[config.mk]
export PLATFORM = sky130hd
export DESIGN_NAME = phase_count_detect
export DESIGN_NICKNAME = d
export VERILOG_FILES = /design/src/rtl/ph_det_pkg.sv /design/src/rtl/det_window_ctrl.sv /design/src/rtl/strap_decode.sv /design/src/rtl/result_hold.sv /design/src/rtl/phase_count_detect.sv
export SDC_FILE = /design/constraint.sdc
export NUM_CORES = 1
export LEC_CHECK = 0
export BUFFER_PORTS_ARGS = -buffer_cell sky130_fd_sc_hd__buf_2
export CORE_MARGIN = 2
export CORE_UTILIZATION = 37
export CTS_CLUSTER_SIZE = 16
export DETAILED_ROUTE_END_ITERATION = 8
export PLACE_DENSITY = 0.6
export SYNTH_ARGS = -nofsm -noshare
export SYNTH_HDL_FRONTEND = slang
export SYNTH_SLANG_ARGS = --single-unit
[constraint.sdc]
create_clock -name clk -period 2.2 [get_ports clk]
set_clock_uncertainty 0.15 [all_clocks]
set_input_delay 0.22 -clock clk [delete_from_list [all_inputs] [get_ports clk]]
set_output_delay 0.22 -clock clk [all_outputs]
set_load 0.005 [all_outputs]
[src/rtl/ph_det_pkg.sv]
// Package: shared types for the phase-count strap detector.
// Assumes a four-phase maximum; strap bit 0/1/2 map to phases 2/3/4.
package ph_det_pkg;

    localparam int MAX_PHASES = 4;
    localparam int STRAP_W    = MAX_PHASES - 1;
    localparam int CNT_W      = $clog2(MAX_PHASES + 1);
    localparam int DEG_W      = 9;

    typedef enum logic [1:0] {
        ST_IDLE   = 2'd0,
        ST_WINDOW = 2'd1,
        ST_LOCKED = 2'd2
    } det_state_t;

    typedef struct packed {
        logic [CNT_W-1:0]      count;
        logic [MAX_PHASES-1:0] tristate;
        logic [DEG_W-1:0]      spacing;
        logic                  err;
        logic [CNT_W-1:0]      ps1_count;
    } det_result_t;

endpackage

[src/rtl/det_window_ctrl.sv]
// Window controller: sequences idle -> timed detection window -> locked.
// Assumes start_det is a strobe; enable low returns to idle from any state.
module det_window_ctrl
    import ph_det_pkg::*;
#(
    parameter int DETECT_CYCLES = 30
) (
    input  logic clk,
    input  logic rst_n,
    input  logic enable,
    input  logic start_det,
    output logic in_window,
    output logic window_end
);
    localparam int TW = (DETECT_CYCLES > 1) ? $clog2(DETECT_CYCLES) : 1;
    localparam logic [TW-1:0] LAST = TW'(DETECT_CYCLES - 1);

    det_state_t    state;
    logic [TW-1:0] tick;

    // State and window timer update.
    always_ff @(posedge clk) begin
        if (!rst_n || !enable) begin
            state <= ST_IDLE;
            tick  <= '0;
        end else begin
            case (state)
                ST_IDLE: begin
                    tick <= '0;
                    if (start_det) state <= ST_WINDOW;
                end
                ST_WINDOW: begin
                    if (tick == LAST) begin
                        state <= ST_LOCKED;
                        tick  <= '0;
                    end else begin
                        tick <= tick + 1'b1;
                    end
                end
                default: tick <= '0;
            endcase
        end
    end

    // Window flags derived from state and timer.
    always_comb begin
        in_window  = (state == ST_WINDOW);
        window_end = (state == ST_WINDOW) && (tick == LAST);
    end
endmodule

[src/rtl/strap_decode.sv]
// Strap decoder: maps {p4,p3,p2} flags to count, mask, spacing, error, PS1 count.
// Assumes illegal combinations fall back to single-phase operation.
module strap_decode
    import ph_det_pkg::*;
(
    input  logic [STRAP_W-1:0] strap_hi,
    input  logic               boot_ps1_two,
    output det_result_t        res
);
    // Combinational decode of the strap pattern.
    always_comb begin
        res = '0;
        unique case (strap_hi)
            3'b000: begin res.count = 3'd4; res.tristate = 4'b0000; end
            3'b100: begin res.count = 3'd3; res.tristate = 4'b1000; end
            3'b101: begin res.count = 3'd2; res.tristate = 4'b1010; end
            3'b111: begin res.count = 3'd1; res.tristate = 4'b1110; end
            default: begin
                res.count    = 3'd1;
                res.tristate = 4'b1110;
                res.err      = 1'b1;
            end
        endcase
        res.spacing   = (res.count > 3'd1) ? DEG_W'(360 / int'(res.count)) : '0;
        res.ps1_count = (boot_ps1_two && res.count >= 3'd2) ? 3'd2 : 3'd1;
    end
endmodule

[src/rtl/result_hold.sv]
// Result register: captures decoded results at window end, holds until enable drops.
// Assumes capture is a single-cycle pulse.
module result_hold
    import ph_det_pkg::*;
(
    input  logic        clk,
    input  logic        rst_n,
    input  logic        enable,
    input  logic        capture,
    input  det_result_t d,
    output det_result_t q,
    output logic        done
);
    // Capture, hold, or clear the latched results.
    always_ff @(posedge clk) begin
        if (!rst_n || !enable) begin
            q    <= '0;
            done <= 1'b0;
        end else if (capture) begin
            q    <= d;
            done <= 1'b1;
        end else begin
            done <= 1'b0;
        end
    end
endmodule

[src/rtl/phase_count_detect.sv]
// Top: startup phase-count detector. Runs a timed strap-detection window,
// drives the test sinks and PWM1 hold, then publishes latched phase results.
// Assumes strap flags come from an external comparator, already synchronous.
module phase_count_detect
    import ph_det_pkg::*;
#(
    parameter int DETECT_CYCLES = 30
) (
    input  logic                  clk,
    input  logic                  rst_n,
    input  logic                  enable,
    input  logic                  start_det,
    input  logic [STRAP_W-1:0]    strap_hi,
    input  logic                  boot_ps1_two,
    output logic [STRAP_W-1:0]    sink_en,
    output logic                  pwm1_hold_low,
    output logic                  det_done,
    output logic [CNT_W-1:0]      phase_count,
    output logic [MAX_PHASES-1:0] pwm_tristate,
    output logic [DEG_W-1:0]      ramp_spacing,
    output logic                  cfg_err,
    output logic [CNT_W-1:0]      ps1_count
);
    logic        in_window;
    logic        window_end;
    det_result_t decoded;
    det_result_t held;

    det_window_ctrl #(.DETECT_CYCLES(DETECT_CYCLES)) u_ctrl (
        .clk        (clk),
        .rst_n      (rst_n),
        .enable     (enable),
        .start_det  (start_det),
        .in_window  (in_window),
        .window_end (window_end)
    );

    strap_decode u_dec (
        .strap_hi     (strap_hi),
        .boot_ps1_two (boot_ps1_two),
        .res          (decoded)
    );

    result_hold u_hold (
        .clk     (clk),
        .rst_n   (rst_n),
        .enable  (enable),
        .capture (window_end),
        .d       (decoded),
        .q       (held),
        .done    (det_done)
    );

    // One sink enable per detectable phase, all active during the window.
    for (genvar g = 0; g < STRAP_W; g++) begin : g_sink
        assign sink_en[g] = in_window;
    end

    assign pwm1_hold_low = in_window;
    assign phase_count   = held.count;
    assign pwm_tristate  = held.tristate;
    assign ramp_spacing  = held.spacing;
    assign cfg_err       = held.err;
    assign ps1_count     = held.ps1_count;
endmodule

==> flow_summary.json, run 1 <==
{
  "status": "complete, but fails checks",
  "violations": "design-rule violations",
  "synthMuxAreaShare": 0,
  "synthArstFlopShare": 0,
  "finalMaxSlewViolations": 0,
  "clock.fmax_mhz": 493,
  "drc": 1,
  "r2r-end": "u_hold.q[1]",
  "grt.total_usage": 0.151,
  "regToRegSetupSlack_ns": 0.39,
  "ys_ff_latch": 23,
  "dp.cells": 178,
  "hp-class": "in -> reg",
  "drv_cap": 0,
  "wl_met3_um": 173,
  "p_leak_nw": 0.576,
  "row_count": 19,
  "worstHoldStart": "boot_ps1_two",
  "cp_data_required_time_ns": 1.83,
  "synth_compound_area_frac": 0.160,
  "relSlewSlack": 0.649,
  "worst_pin_slew_ns": 0.525,
  "via_count": 958,
  "cp_max_fo": 17,
  "ant_nets": 0,
  "max-vdd-ir-drop_uv": 312,
  "rsz0062_at_grt": "false",
  "area_growth_pct": 14.2,
  "initial_core_util": 0.395,
  "r2r-start": "u_ctrl.tick[0]",
  "wl_mm": 2.36,
  "cts_root_buf": "clkbuf_4",
  "antenna_found_initial": 0,
  "highest_layer": "met4",
  "core_area_um2": 2810,
  "cts_max_level": 1,
  "post-route-min-period_ns": 2.03,
  "met2_length_mm": 1.05,
  "synth_top_family_by_area": "simple AND/OR/NAND/NOR gates",
  "synth-edff-count": 0,
  "fp.dieW_um": 58.7,
  "first_pass_iters": 6,
  "grt_max_degree": 18,
  "drt_iter0_markers": 11,
  "grt_pass1_vias": 915,
  "wire_per_inst_um": 12.9,
  "cts.path.max_buffers": 2,
  "grt_pass1_wl_mm": 4.00,
  "ys_warn_count": 0,
  "fp.dieH_um": 58.7,
  "endpoint_kind": "output port",
  "synth-simple-area-share": 0.198,
  "synth_cells": 128,
  "synth.avg_cell_area_um2": 8.66,
  "cts_buffers": 3,
  "yosys.area_share.adder": 0.0903,
  "synth_xor_area_frac": 0.0316,
  "clkTransAtPathRegs_ns": 0.12,
  "netlist-cell-type-count": 33,
  "drive_above_1_share": 0.257,
  "ys.flop_type": "dfxtp_1",
  "insertion_delay_ns": 0.31,
  "cts_tree": "done",
  "num-fill-cells": 284,
  "routed_via_density": 5.23,
  "fin_nets": 169,
  "final_cells": 183,
  "hpwlAfterDp_mm": 1.74,
  "die_area_um2": 3450,
  "path_class": "reg -> out",
  "cellPowerDensity_nw_per_um2": 528,
  "synth_seq_area_share": 0.415,
  "finalPower_w": 0.000668,
  "hold_viol_final": 0,
  "gp_congestion": 0.873,
  "pin_count": 33,
  "final_util": 0.451,
  "finalSetupViolCount": 0,
  "globalRoute.totalOverflow": 0,
  "tns_ns": 0,
  "startpoint": "u_ctrl.state[1]",
  "rr_worst_depth": 5,
  "cp-start-kind": "flip-flop",
  "min_period_over_period": 0.921,
  "cts_setup_buffers": 0,
  "n_antenna_cell": 0,
  "synth_area_um2": 1110,
  "crit_end": "pwm1_hold_low",
  "whs_ns": 0.133,
  "io_buffers": 30,
  "arrival_ns": 1.66,
  "met1Wirelength_mm": 1.12,
  "clock_sinks": 23
}
[per-layer routing]
metal,global-route usage,up-vias
met5,0,-
met4,0.0390,0
met3,0.0440,2
met2,0.260,34
met1,0.183,444
li1,-,478
[logic make-up after synthesis]
group                    after synthesis
other                                  1
adder cells (fa/ha/maj)                8
XOR/XNOR                               4
flip-flops                            23
AO/OA/AOI/OAI                         32
buffers and inverters                 21
AND/OR/NAND/NOR                       39
[Yosys cell counts (3+ instances only)]
cell	number	area (µm²)
nand3_1	7	35.0
nor3_1	3	15.0
o21ai_0	10	50.1
nand2_1	4	15.0
a21oi_1	16	80.1
buf_4	8	60.1
nor2_1	8	30.0
ha_1	8	100
dfxtp_1	23	460
buf_2	3	15.0
inv_1	6	22.5
clkbuf_1	3	11.3
[timing repair]
| action | in CTS | in global routing |
|---|---|---|
| gates resized for setup | 0 | 0 |
| endpoints found under the hold margin | 1 | 0 |
| hold buffers | 1 | 0 |
[critical path, stage by stage (launching register included)]
cell      delay [ns]
dfxtp_1         0.35
nand2b_1        0.31
inv_1           0.47
buf_2           0.21
[worst min path at each step]
stage / end / slack (ns) / cells after the start
2_1_floorplan: u_ctrl.state[0] / 0.21 / 2
3_3_place_gp: u_hold.q[12] / 0.27 / 2
3_5_place_dp: u_hold.q[12] / 0.27 / 2
4_1_cts: u_hold.q[0] / 0.13 / 4
5_1_grt: u_hold.q[4] / 0.15 / 4
6_report: u_hold.q[0] / 0.13 / 4
[per-stage QoR]
stage / cell area, µm² / setup WS (ns)
finish: 1270 / 0.174
detailed placement: 1230 / 0.271
global placement: 1230 / 0.300
global route: 1270 / 0.0318
floorplan: 1110 / 0.347
CTS: 1270 / 0.134
[power breakdown]
part	switching (W)	internal [W]	total (W)
clock	0.000124	0.0000708	0.000195
combinational	0.0000348	0.0000195	0.0000543
sequential	0.00000125	0.000418	0.000419
total	0.000160	0.000508	0.000668
[cells in the final DEF, fill, tap and decap left out, types with 2 or more instances in the layout]
master and n:
nor2b_1 2, nor2_1 8, nor3b_1 2, nor3_1 3
o21ai_0 10, xnor2_1 2, buf_2 30, nand2_1 4
xor2_1 2, dfxtp_1 23, clkbuf_4 3, or4_1 2
conb_1 2, o2111ai_1 2, ha_1 8, a21oi_1 16
inv_1 6, nor4_1 2, or3_1 2, nand3_1 7
buf_4 2
[flip-flops by register name, summed over array words and instances (netlist names)]
signal	cells
u_ctrl.state	2
u_hold.q	15
u_hold.done	1
u_ctrl.tick	5
[layout make-up]
type / count / area [µm²] / share of cell area
well taps: 31 / 38.8 / 0.0306
repair buffers: 33 / 175 / 0.138
inverters: 7 / 26.3 / 0.0208
clock buffers: 4 / 26.3 / 0.0208
flip-flops and latches: 23 / 460 / 0.364
multi-input cells: 85 / 539 / 0.426
No activity file was read; power rests on OpenSTA's default activity.
==> run 2: changes to the inputs <==
PLACE_DENSITY = 0.67   (was 0.6)
==> run 2 against run 1 <==
Global-route usage is 0.83 points lower. Clock power hardly changed. Routed wire length is 2.2% lower. Sequential cell count stayed put. Fmax is 5.0% higher. Register-to-register slack worse by 0.02 ns. The run still ends with design-rule violations left. First-iteration DRC count is 91% higher. Via count is 2.7% lower. Critical path depth stayed put. Sequential share of layout area is 0.11 points higher.
==> flow_summary.json, run 2 (same netlist as run 1, synthesis figures left out) <==
{
  "status": "complete, but fails checks",
  "violations": "design-rule violations",
  "cts_root_buf": "clkbuf_4",
  "layout_commonest_cell": "buf_2",
  "finalSetupViolCount": 0,
  "antenna_found_initial": 0,
  "cellPowerDensity_nw_per_um2": 526,
  "finalPower_w": 0.000664,
  "startpoint": "u_ctrl.state[1]",
  "tns_ns": 0,
  "drc": 3,
  "cts_tree": "done",
  "worstHoldStart": "boot_ps1_two",
  "grt_max_degree": 18,
  "r2r-start": "u_ctrl.tick[0]",
  "gp_congestion": 0.709,
  "fin_nets": 168,
  "combPwrFrac": 0.078,
  "endpoint_kind": "output port",
  "drt_iter0_markers": 21,
  "globalRoute.totalOverflow": 0,
  "cts_setup_buffers": 0,
  "fp.dieW_um": 58.7,
  "ant_nets": 0,
  "cp_max_fo": 17,
  "via_count": 932,
  "row_count": 19,
  "rsz0062_at_grt": "false",
  "clock.fmax_mhz": 518,
  "hold_viol_final": 0,
  "reg.largest.list": "u_hold.q (15), u_ctrl.tick (5), u_ctrl.state (2)",
  "clkTransAtPathRegs_ns": 0.13,
  "fp.dieH_um": 58.7,
  "switching_share": 0.241,
  "io_buffers": 30,
  "finalMaxSlewViolations": 0,
  "largest_reg_flops": 15,
  "top_register": "u_hold.q",
  "num-fill-cells": 299,
  "arrival_ns": 1.56,
  "internal-power_w": 0.000504,
  "cts_max_level": 1,
  "hp-class": "in -> reg",
  "drive_above_1_share": 0.265,
  "p_leak_nw": 0.575,
  "grt_pass1_wl_mm": 3.76,
  "insertion_delay_ns": 0.31,
  "p_switching_w": 0.000160,
  "routed_via_density": 5.12,
  "wire_per_inst_um": 12.7,
  "clock_sinks": 23,
  "max-vdd-ir-drop_uv": 375,
  "clock_power_share": 0.291,
  "cp_data_required_time_ns": 1.83,
  "die_area_um2": 3450,
  "drv_cap": 0,
  "pin_count": 33,
  "final_cell_mix": "buf_2, dfxtp_1, a21oi_1",
  "wl_mm": 2.30,
  "cp-start-kind": "flip-flop",
  "first_pass_iters": 6,
  "grt.total_usage": 0.142,
  "min_period_over_period": 0.877,
  "initial_core_util": 0.395,
  "area_growth_pct": 13.9,
  "grt_pass1_vias": 874,
  "seq_power_share": 0.631,
  "cts_buffers": 3,
  "core_area_um2": 2810,
  "cts.path.max_buffers": 2,
  "post-route-min-period_ns": 1.93,
  "path_class": "reg -> out",
  "hpwlAfterDp_mm": 1.74,
  "n_antenna_cell": 0
}
-- run 2: changes by cell type in the layout (fill, tap and decap cells not counted) --
cell / before / now
clkinv_2: 0 / 1
nand2b_1: 1 / 0
clkbuf_1: 1 / 0
buf_4: 2 / 1
nand2b_2: 0 / 1
-- run 2: worst max-delay path, stage by stage (launching register included) --
cell	delay, ns
dfxtp_1	0.35
nand2b_2	0.29
inv_1	0.40
buf_2	0.20
-- run 2: final timing paths --
path,endpoint,slack [ns],cells after the start
worst max-delay path,sink_en[2],0.27,3
worst min-delay path,u_hold.q[0],0.13,4
worst max register to register,u_hold.q[14],0.37,4
worst min register to register,u_hold.q[12],0.30,2
-- run 2: power groups by stage --
stage,combinational [W],sequential [W],clock (W)
2_1_floorplan,0.0000387,0.000428,0
3_3_place_gp,0.0000490,0.000428,0
3_5_place_dp,0.0000503,0.000428,0
4_1_cts,0.0000519,0.000419,0.000201
5_1_grt,0.0000593,0.000419,0.000217
6_report,0.0000518,0.000419,0.000193
-- run 2: what timing repair did --
action,in CTS,in global routing
hold endpoints to repair,1,0
setup endpoints to repair,0,4
hold buffers,1,0
gates resized for setup,0,1
-- run 2: layer usage --
metal  part of all wire  track usage
met1               0.46        0.165
met2               0.47        0.248
met3              0.062       0.0505
met4             0.0083       0.0390
met5                  0            0
-- run 2: area by class of cell --
| type | count | area [µm²] | area share |
|---|---|---|---|
| clock inverter | 1 | 5.00 | 0.00396 |
| tap | 31 | 38.8 | 0.0307 |
| inverter | 7 | 26.3 | 0.0208 |
| multi-input combinational | 85 | 542 | 0.429 |
| timing repair buffer | 32 | 168 | 0.133 |
| sequential | 23 | 460 | 0.365 |
| clock buffer | 3 | 22.5 | 0.0178 |
-- run 2: per-stage QoR --
step                      area (µm²)  setup WS [ns]  hold slack, ns  cells   util
final                           1260          0.271           0.128    182  0.450
after global routing            1260          0.109           0.157    182  0.450
after CTS                       1260          0.123           0.132    182  0.449
after detailed placement        1220          0.255           0.283    177  0.436
after global placement          1220          0.299           0.271    177  0.436
after floorplan                 1110          0.347           0.210    129      -
==> run 3: changes to the inputs <==
CAP_MARGIN = 40   (was default)
clock period = 2.5 ns   (was 2.2 ns; I/O delays follow)
==> run 3 against run 2 <==
The run still ends with design-rule violations left. Die area stayed put. First-iteration DRC count increased by 140%. Register-to-register slack better by 0.19 ns. Worst hold slack lost 0.11 ns. Sequential share of layout area up 0.63 points. Non-clock buffer count decreased by 2. Routed wire length is 0.26% lower. Total power is 12% lower. Global-route usage rose by 0.92 points. Clock-buffer cell count up 1. Critical path depth did not move. Via count grew 1.7%. Critical path type unchanged. Critical endpoint is now sink_en[1].
==> flow_summary.json, run 3 (same netlist as run 1, synthesis figures left out) <==
{
  "top_register": "u_hold.q",
  "grt_util_met2": 0.237,
  "drive_above_1_share": 0.248,
  "gp_congestion": 0.731,
  "cts_max_level": 1,
  "hold_viol_final": 0,
  "post-route-min-period_ns": 2.10,
  "r2r-end": "u_hold.q[14]",
  "hpwlAfterDp_mm": 1.71,
  "hold_end": "u_ctrl.state[0]",
  "grt_use_met1": 0.202,
  "busiest_layer": "met2",
  "drt_iter0_markers": 50,
  "wire_per_inst_um": 12.8,
  "p_leak_nw": 0.564,
  "max-vdd-ir-drop_uv": 231,
  "cts.path.max_buffers": 2,
  "clock.fmax_mhz": 476,
  "globalRoute.totalOverflow": 0,
  "finalWorstSetupSlack_ns": 0.398,
  "die_area_um2": 3450,
  "via_count": 948,
  "layout_commonest_cell": "buf_2",
  "place_ws_ns": 0.518,
  "core_area_um2": 2810,
  "cellPowerDensity_nw_per_um2": 473,
  "grtUsageMet3": 0.0505,
  "finalPower_w": 0.000587,
  "pin_count": 33,
  "path_class": "reg -> out",
  "routed_via_density": 5.27,
  "hp-class": "in -> reg",
  "min_path_cells": 3,
  "crit_family": "buffers and inverters",
  "fp.dieH_um": 58.7,
  "relSlewSlack": 0.670,
  "worstPathCellList": "nand2b_1 > inv_1 > buf_2",
  "drc": 3,
  "fin_nets": 166,
  "clock_sinks": 23,
  "endpoint_kind": "output port",
  "arrival_ns": 1.70,
  "cp_max_fo": 17,
  "worst_pin_slew_ns": 0.490,
  "grt_max_degree": 18,
  "n_antenna_cell": 0,
  "insertion_delay_ns": 0.31,
  "r2r-start": "u_ctrl.tick[0]",
  "worstHoldStart": "start_det",
  "rsz0062_at_grt": "false",
  "area_growth_pct": 12.0,
  "io_buffers": 30,
  "drv_cap": 0,
  "reg.largest.list": "u_hold.q (15), u_ctrl.tick (5), u_ctrl.state (2)",
  "post_cts_resized": 0,
  "grt_pass1_vias": 876,
  "min_period_over_period": 0.841,
  "initial_core_util": 0.395,
  "antenna_found_initial": 0,
  "critical_path_buf_inv_count": 2,
  "num-fill-cells": 279,
  "status": "complete, but fails checks",
  "tns_ns": 0,
  "cts_hold_buf": 0,
  "ant_nets": 0,
  "clkTransAtPathRegs_ns": 0.12,
  "cts_buffers": 3,
  "final_cell_mix": "buf_2, dfxtp_1, a21oi_1",
  "cp.depth": 3,
  "cpPeakStageDelay_ns": 0.41,
  "grt_pass1_wl_mm": 3.97,
  "first_pass_iters": 6,
  "row_count": 19,
  "cts_setup_buffers": 0,
  "grt.total_usage": 0.152,
  "cp_data_required_time_ns": 2.10,
  "fp.dieW_um": 58.7,
  "cts_tree": "done",
  "cts_root_buf": "clkbuf_4",
  "rr_worst_depth": 4,
  "finalMaxSlewViolations": 0,
  "largest_reg_flops": 15,
  "regToRegSetupSlack_ns": 0.56,
  "wl_mm": 2.30,
  "violations": "design-rule violations",
  "cp-start-kind": "flip-flop",
  "finalSetupViolCount": 0,
  "cp_slowest_cell": "nand2b_1"
}
## run 3: through the flow
stage | util | std cells | cell area (µm²) | hold WS (ns)
final | 0.442 | 180 | 1240 | 0.0137
after global routing | 0.442 | 180 | 1240 | 0.0157
after CTS | 0.442 | 180 | 1240 | 0.0108
after detailed placement | 0.433 | 176 | 1210 | 0.281
after global placement | 0.433 | 176 | 1210 | 0.269
after floorplan | - | 129 | 1110 | 0.240
## run 3: area by class of cell
| class | count | area [µm²] | area share |
|---|---|---|---|
| multi-input combinational | 85 | 539 | 0.434 |
| sequential | 23 | 460 | 0.371 |
| timing repair buffer | 30 | 150 | 0.121 |
| tap | 31 | 38.8 | 0.0313 |
| clock buffer | 4 | 26.3 | 0.0212 |
| inverter | 7 | 26.3 | 0.0212 |
## run 3: worst max path at each step
stage,slack (ns),endpoint,from
2_1_floorplan,0.62,u_hold.q[11],strap_hi[0]
3_3_place_gp,0.58,u_hold.q[11],strap_hi[0]
3_5_place_dp,0.52,u_hold.q[11],strap_hi[0]
4_1_cts,0.40,sink_en[0],u_ctrl.state[1]
5_1_grt,0.23,sink_en[2],u_ctrl.state[1]
6_report,0.40,sink_en[1],u_ctrl.state[1]
## run 3: per-layer routing
layer | share of wire | up-vias | routed length (µm)
met5 | 0 | - | 0
met4 | 0.010 | 0 | 24
met3 | 0.061 | 5 | 140
met2 | 0.46 | 29 | 1050
met1 | 0.47 | 440 | 1080
li1 | - | 474 | -
## run 3: report_power, final
group / switching (W) / total (W) / internal, W
Clock: 0.000111 / 0.000173 / 0.0000624
Combinational: 0.0000302 / 0.0000456 / 0.0000154
Sequential: 0.00000108 / 0.000369 / 0.000368
Total: 0.000142 / 0.000587 / 0.000445
## run 3: worst min-delay path, delay by kind of cell
kind	cells	cell delay, ns
AOI/OAI and AO/OA	1	0.05
buffers and inverters	1	0.10
and+or+nand+nor	1	0.05
